## config.mk

```make
export PLATFORM = sky130hd
export DESIGN_NAME = rstc_sleep_ctrl
export DESIGN_NICKNAME = d
export VERILOG_FILES = /design/src/rtl/rstc_pkg.sv /design/src/rtl/rstc_delay.sv /design/src/rtl/rstc_wake_det.sv /design/src/rtl/rstc_flags.sv /design/src/rtl/rstc_sleep_ctrl.sv
export SDC_FILE = /design/constraint.sdc
export NUM_CORES = 1
export LEC_CHECK = 0
export BUFFER_PORTS_ARGS = -buffer_cell sky130_fd_sc_hd__buf_4
export CAP_MARGIN = 10
export CORE_UTILIZATION = 55
export CTS_CLUSTER_SIZE = 24
export DETAILED_ROUTE_END_ITERATION = 10
export GPL_TIMING_DRIVEN = 0
export PLACE_DENSITY_LB_ADDON = 0.05
export SYNTH_ARGS = -nofsm -noshare
export SYNTH_HDL_FRONTEND = slang
export SYNTH_SLANG_ARGS = --single-unit
```

## constraint.sdc

```tcl
create_clock -name clk_i -period 3.4 [get_ports clk_i]
set_clock_uncertainty 0.2 [all_clocks]
set_input_delay 0.51 -clock clk_i [delete_from_list [all_inputs] [get_ports clk_i]]
set_output_delay 0.51 -clock clk_i [all_outputs]
set_load 0.02 [all_outputs]
```

## src/rtl/rstc_pkg.sv

```systemverilog
package rstc_pkg;
  typedef enum logic [2:0] {
    EV_NONE,
    EV_MCLR,
    EV_WDT,
    EV_PIN,
    EV_SLEEP,
    EV_CLR
  } ev_e;
endpackage

```

## src/rtl/rstc_delay.sv

```systemverilog
module rstc_delay #(
  parameter int BASE_TICKS  = 20000,
  parameter int SHORT_TICKS = 300
) (
  input  logic       clk_i,
  input  logic       rst_ni,
  input  logic       load_i,
  input  logic       long_i,
  input  logic       rc_i,
  input  logic [1:0] sel_i,
  input  logic       tick_i,
  output logic       busy_o
);
  localparam int LONG_MAX = BASE_TICKS * 4;
  localparam int MAX_LEN  = (LONG_MAX > SHORT_TICKS) ? LONG_MAX : SHORT_TICKS;
  localparam int CW       = $clog2(MAX_LEN + 1);

  logic [CW-1:0] cnt_q, long_len, len;
  logic [1:0]    shamt;

  always_comb begin
    shamt    = (sel_i == 2'd0) ? 2'd0 : (sel_i == 2'd1) ? 2'd1 : 2'd2;
    long_len = CW'(BASE_TICKS) << shamt;
    len      = (long_i || !rc_i) ? long_len : CW'(SHORT_TICKS);
  end

  always_ff @(posedge clk_i or negedge rst_ni) begin
    if (!rst_ni)                    cnt_q <= '0;
    else if (load_i)                cnt_q <= len;
    else if (tick_i && cnt_q != '0) cnt_q <= cnt_q - 1'b1;
  end

  assign busy_o = (cnt_q != '0);

  p_hold_no_tick_r4: assert property (@(posedge clk_i) disable iff (!rst_ni)
    (cnt_q != '0 && !tick_i && !load_i) |=> $stable(cnt_q));
endmodule

```

## src/rtl/rstc_wake_det.sv

```systemverilog
module rstc_wake_det #(
  parameter int          PB_W       = 6,
  parameter logic [5:0]  WATCH_MASK = 6'b01_1011
) (
  input  logic            clk_i,
  input  logic            rst_ni,
  input  logic            capture_i,
  input  logic            asleep_i,
  input  logic            wake_en_ni,
  input  logic [PB_W-1:0] pins_i,
  output logic            wake_o
);
  logic [PB_W-1:0] snap_q, diff;

  always_ff @(posedge clk_i or negedge rst_ni) begin
    if (!rst_ni)        snap_q <= '0;
    else if (capture_i) snap_q <= pins_i;
  end

  assign diff   = (pins_i ^ snap_q) & PB_W'(WATCH_MASK);
  assign wake_o = asleep_i && !wake_en_ni && (diff != '0);

  p_snap_hold_r9: assert property (@(posedge clk_i) disable iff (!rst_ni)
    (asleep_i && !capture_i) |=> $stable(snap_q));
endmodule

```

## src/rtl/rstc_flags.sv

```systemverilog
module rstc_flags
  import rstc_pkg::*;
(
  input  logic clk_i,
  input  logic rst_ni,
  input  ev_e  ev_i,
  input  logic asleep_i,
  output logic wake_o,
  output logic to_o,
  output logic pd_o
);
  logic wake_d, to_d, pd_d;

  always_comb begin
    wake_d = wake_o;
    to_d   = to_o;
    pd_d   = pd_o;
    unique case (ev_i)
      EV_MCLR: begin
        wake_d = 1'b0;
        if (asleep_i) begin to_d = 1'b1; pd_d = 1'b0; end
      end
      EV_WDT: begin
        wake_d = 1'b0; to_d = 1'b0; pd_d = !asleep_i;
      end
      EV_PIN:   begin wake_d = 1'b1; to_d = 1'b1; pd_d = 1'b0; end
      EV_SLEEP: begin to_d = 1'b1; pd_d = 1'b0; end
      EV_CLR:   begin to_d = 1'b1; pd_d = 1'b1; end
      default: ;
    endcase
  end

  always_ff @(posedge clk_i or negedge rst_ni) begin
    if (!rst_ni) begin
      wake_o <= 1'b0;
      to_o   <= 1'b1;
      pd_o   <= 1'b1;
    end else begin
      wake_o <= wake_d;
      to_o   <= to_d;
      pd_o   <= pd_d;
    end
  end

  p_sleep_flags_r10: assert property (@(posedge clk_i) disable iff (!rst_ni)
    (ev_i == EV_SLEEP) |=> (to_o && !pd_o));
  p_pin_flags_r9: assert property (@(posedge clk_i) disable iff (!rst_ni)
    (ev_i == EV_PIN) |=> (wake_o && to_o && !pd_o));
  p_wdt_sleep_r8: assert property (@(posedge clk_i) disable iff (!rst_ni)
    (ev_i == EV_WDT && asleep_i) |=> (!wake_o && !to_o && !pd_o));
endmodule

```

## src/rtl/rstc_sleep_ctrl.sv

```systemverilog
module rstc_sleep_ctrl
  import rstc_pkg::*;
#(
  parameter int BASE_TICKS  = 20000,
  parameter int SHORT_TICKS = 300,
  parameter int PB_W        = 6
) (
  input  logic            clk_i,
  input  logic            rst_ni,
  input  logic            mclr_ni,
  input  logic            wdt_ovf_i,
  input  logic            sleep_i,
  input  logic            wdt_clr_i,
  input  logic            tick_i,
  input  logic [PB_W-1:0] portb_i,
  input  logic            wake_en_ni,
  input  logic            osc_rc_i,
  input  logic [1:0]      dly_sel_i,
  output logic            core_rst_o,
  output logic            osc_stop_o,
  output logic            vec_req_o,
  output logic            wake_flag_o,
  output logic            to_flag_o,
  output logic            pd_flag_o
);
  logic por_pend_q, asleep_q, core_rst_q, busy, pin_wake, load;
  ev_e  ev;

  // priority: master clear, then reset hold, then wdt, then pin/sleep/clear
  always_comb begin
    ev = EV_NONE;
    if (!mclr_ni)                 ev = EV_MCLR;
    else if (core_rst_o)          ev = EV_NONE;
    else if (wdt_ovf_i)           ev = EV_WDT;
    else if (asleep_q && pin_wake) ev = EV_PIN;
    else if (!asleep_q && sleep_i) ev = EV_SLEEP;
    else if (!asleep_q && wdt_clr_i) ev = EV_CLR;
  end

  assign load       = por_pend_q || ev == EV_MCLR || ev == EV_WDT || ev == EV_PIN;
  assign core_rst_o = por_pend_q || busy;
  assign osc_stop_o = asleep_q;
  assign vec_req_o  = core_rst_q && !core_rst_o;

  always_ff @(posedge clk_i or negedge rst_ni) begin
    if (!rst_ni) begin
      por_pend_q <= 1'b1;
      asleep_q   <= 1'b0;
      core_rst_q <= 1'b1;
    end else begin
      por_pend_q <= 1'b0;
      core_rst_q <= core_rst_o;
      if (ev == EV_SLEEP)  asleep_q <= 1'b1;
      else if (load)       asleep_q <= 1'b0;
    end
  end

  rstc_delay #(.BASE_TICKS(BASE_TICKS), .SHORT_TICKS(SHORT_TICKS)) u_delay (
    .clk_i, .rst_ni,
    .load_i (load),
    .long_i (por_pend_q),
    .rc_i   (osc_rc_i),
    .sel_i  (dly_sel_i),
    .tick_i,
    .busy_o (busy)
  );

  rstc_wake_det #(.PB_W(PB_W)) u_wake (
    .clk_i, .rst_ni,
    .capture_i  (ev == EV_SLEEP),
    .asleep_i   (asleep_q),
    .wake_en_ni,
    .pins_i     (portb_i),
    .wake_o     (pin_wake)
  );

  rstc_flags u_flags (
    .clk_i, .rst_ni,
    .ev_i     (ev),
    .asleep_i (asleep_q),
    .wake_o   (wake_flag_o),
    .to_o     (to_flag_o),
    .pd_o     (pd_flag_o)
  );

  p_stop_not_rst_r10: assert property (@(posedge clk_i) disable iff (!rst_ni)
    osc_stop_o |-> !core_rst_o);
  p_vec_single_r4: assert property (@(posedge clk_i) disable iff (!rst_ni)
    vec_req_o |=> !vec_req_o);
  p_vec_at_release_r4: assert property (@(posedge clk_i) disable iff (!rst_ni)
    vec_req_o |-> (!core_rst_o && $past(core_rst_o)));
endmodule

```

==> flow_summary.json <==
{
  "final-max-slew-violation-count": 0,
  "seq_area_frac_synth_pct": 38.6,
  "mostFrequentLayoutCells": "23 x sky130_fd_sc_hd__dfrtp_1, 21 x sky130_fd_sc_hd__buf_4, 15 x sky130_fd_sc_hd__nor2_1",
  "diodes": 0,
  "ios": 23,
  "synthDominantCellAreaShare_pct": 32.6,
  "placeableCoreArea_um2": 3050,
  "yosys.area.top_type": "sky130_fd_sc_hd__dfrtp_1",
  "static_power_due_to_leakage_nw": 0.845,
  "final_net_count": 234,
  "rows": 20,
  "post_synth_main_area_contributors": "sky130_fd_sc_hd__dfrtp_1 33%, sky130_fd_sc_hd__dfstp_2 6.0%, sky130_fd_sc_hd__nor3_1 3.4%",
  "dieArea_um2": 3440,
  "outcome": "finished, final reports clean",
  "timing.hold.ws_ns": 0.205,
  "overflow": 0,
  "most_common_cell_after_layout_fill_and_taps_aside": "sky130_fd_sc_hd__dfrtp_1",
  "setup_total_negative_slack_ns": 0,
  "tritoncts": "done",
  "vias": 1522,
  "first_iter_violations": 88,
  "synthArstFlopShare_pct": 100,
  "detail_route.wl_per_cell_um": 16.5,
  "timing.fmax_mhz": 335,
  "layout_min_cycle_time_ns": 2.99,
  "floorplan.die.width_um": 58.6,
  "dieHeight_um": 58.6,
  "grt_max_degree": 28,
  "cellPowerDensity_nw_per_um2": 365,
  "cp.required_ns": 2.69,
  "min_period_over_period_pct": 87.8,
  "worst-setup-path-type": "reg -> out",
  "timing.critical_path.arrival_ns": 2.28,
  "root_buffer": "sky130_fd_sc_hd__clkbuf_4",
  "ys_warn_count": 0,
  "grt_antenna_before_repair": 0,
  "crit_path_start_kind": "register",
  "clk_path_buf_depth": 2,
  "timing.hold.worst.class": "in -> reg",
  "finalHoldViolCount": 0,
  "instance_count_after_placement_with_tap_cells_included": 253,
  "cts_num_sinks": 27,
  "hpwl_mm": 3.12,
  "cts_buffers": 3,
  "rsz0062_at_grt": "no",
  "finalSetupViolCount": 0,
  "gpl.final_weighted_congestion": 0.867,
  "irDropWorstVdd_mv": 0.181,
  "cap_viol_max_count": 0,
  "initial_utilization_pct": 57.7,
  "post_synth_inst_count": 189,
  "grt_pass1_wl_mm": 6.82,
  "final_cells": 258,
  "synth-edff-count": 0,
  "netlist_area_um2": 1760,
  "ys_seq_elements": 27,
  "syn-num-nets": 208,
  "via_count_of_the_first_global_routing_pass": 1431,
  "clkLatencyLatePin_ns": 0.34,
  "groute.usage.overall_pct": 27.0,
  "viasPerCell": 5.90,
  "remaining_drc_errors": 0,
  "cts.reportedPaths.clkPinSlew_ns": 0.15,
  "crit_fanout": 6,
  "timing.slew.headroom_pct": 28.9,
  "dominantRegCellSynth": "sky130_fd_sc_hd__dfrtp_1",
  "antenna_left": 0,
  "post_synth_num_cell_types": 49,
  "drt_pre_antenna_iters": 4,
  "nature_of_the_critical_path_endpoint": "primary output",
  "final_layout_size_suffix_gt1_share_pct": 20.6,
  "htree_num_levels": 1,
  "worst_pin_slew_ns": 1.06,
  "detail_route.wirelength_mm": 4.26,
  "numPortBuffers": 20,
  "cts_resized": 0,
  "syn_area_per_cell_um2": 9.33,
  "post-cts-setup-buffer-count": 0,
  "syn_to_final_growth_pct": 13.8
}
==> worst max-delay path, cell delays in order, from the launching register on <==
cell and delay [ns]:
sky130_fd_sc_hd__dfrtp_1 0.49, sky130_fd_sc_hd__nor4_4 0.47, sky130_fd_sc_hd__nand4_1 0.30, sky130_fd_sc_hd__nor2_1 0.36, sky130_fd_sc_hd__and2_1 0.18, sky130_fd_sc_hd__buf_4 0.13
==> power breakdown <==
part / switching, W / internal (W) / total [W]
clock network: 0.000100 / 0.0000443 / 0.000144
registers: 0.0000415 / 0.000355 / 0.000396
logic: 0.000107 / 0.0000849 / 0.000192
total: 0.000249 / 0.000484 / 0.000733
==> repair_timing <==
action,CTS,global route
endpoints found under the setup margin,0,0
endpoints found under the hold margin,23,0
hold buffers,1,0
==> layout make-up <==
type / instances / area (um^2)
Clock buffer: 3 / 22.5
Buffer: 10 / 48.8
Timing Repair Buffer: 21 / 160
Fill cell: 260 / 1050
Tap cell: 44 / 55.1
Sequential cell: 27 / 681
Multi-Input combinational cell: 145 / 1010
Inverter: 7 / 26.3
Clock inverter: 1 / 5.00
==> flip-flops by register name (all words and copies together), names as in the netlist <==
register        flops
u_delay.cnt_q      17
u_flags.to_o        1
por_pend_q          1
core_rst_q          1
u_flags.wake_o      1
u_wake.snap_q       4
u_flags.pd_o        1
osc_stop_o          1
==> synthesized netlist by cell type (all sizes together) (2+ instances only) <==
| cell | n |
|---|---|
| and2 | 4 |
| dfrtp | 23 |
| mux2 | 5 |
| xnor2 | 5 |
| dfstp | 4 |
| a31oi | 5 |
| nor2 | 15 |
| ha | 2 |
| nand2 | 9 |
| a21oi | 7 |
| nor3 | 12 |
| inv | 7 |
| nand4 | 9 |
| or3 | 2 |
| a211oi | 4 |
| buf | 2 |
| a31o | 2 |
| mux2i | 2 |
| nor4b | 3 |
| o21ai | 8 |
| a41oi | 2 |
| xor2 | 5 |
| nor2b | 6 |
| clkbuf | 8 |
| nand3 | 5 |
| and3 | 4 |
| o211ai | 2 |
| o31ai | 2 |
| nand2b | 4 |
| o21a | 2 |
| or4 | 3 |
| nor4 | 6 |
==> through the flow <==
| step | setup slack [ns] | utilization (%) | total power [W] | cell area (um^2) |
|---|---|---|---|---|
| global route | 0.233 | 65.7 | 0.000766 | 2010 |
| global placement | 0.834 | 64.5 | 0.000584 | 1970 |
| detailed placement | 0.802 | 64.5 | 0.000591 | 1970 |
| finish | 0.415 | 65.7 | 0.000733 | 2010 |
| CTS | 0.411 | 65.7 | 0.000738 | 2010 |
| floorplan | 1.09 | - | 0.000520 | 1760 |
==> final timing paths <==
check / to / slack, ns / from / cells after the start
worst max-delay path: vec_req_o / 0.41 / u_delay.cnt_q[4] / 5
worst min-delay path: u_wake.snap_q[1] / 0.20 / portb_i[1] / 2
worst max register to register: u_delay.cnt_q[9] / 0.83 / u_delay.cnt_q[0] / 8
worst min register to register: u_flags.to_o / 0.31 / u_flags.to_o / 2
max in group asynchronous: por_pend_q / 2.29 / rst_ni / 2
min in group asynchronous: u_delay.cnt_q[12] / 0.40 / rst_ni / 2
==> cells by family (layout without fill, tap and decap cells) <==
family / count (synthesis) / count (layout) / share of synthesized area, %
muxes: 7 / 7 / 5.18
adders and majority gates: 2 / 2 / 1.42
AOI/OAI and AO/OA: 40 / 40 / 15.5
xor gates and xnor gates: 10 / 10 / 4.97
and+or+nand+nor: 85 / 85 / 29.9
other: 1 / 1 / 0.213
DFF: 27 / 27 / 38.6
buffers and inverters: 17 / 42 / 4.26
==> metal layers <==
| layer | vias to the layer above | GRT usage (%) | wire length [um] |
|---|---|---|---|
| met4 | 0 | 12.2 | 82 |
| met5 | - | 0 | 0 |
| met3 | 6 | 1.98 | 201 |
| li1 | 743 | - | - |
| met1 | 727 | 34.7 | 1860 |
| met2 | 46 | 46.6 | 2120 |
Power figures use the tool's default switching activity.
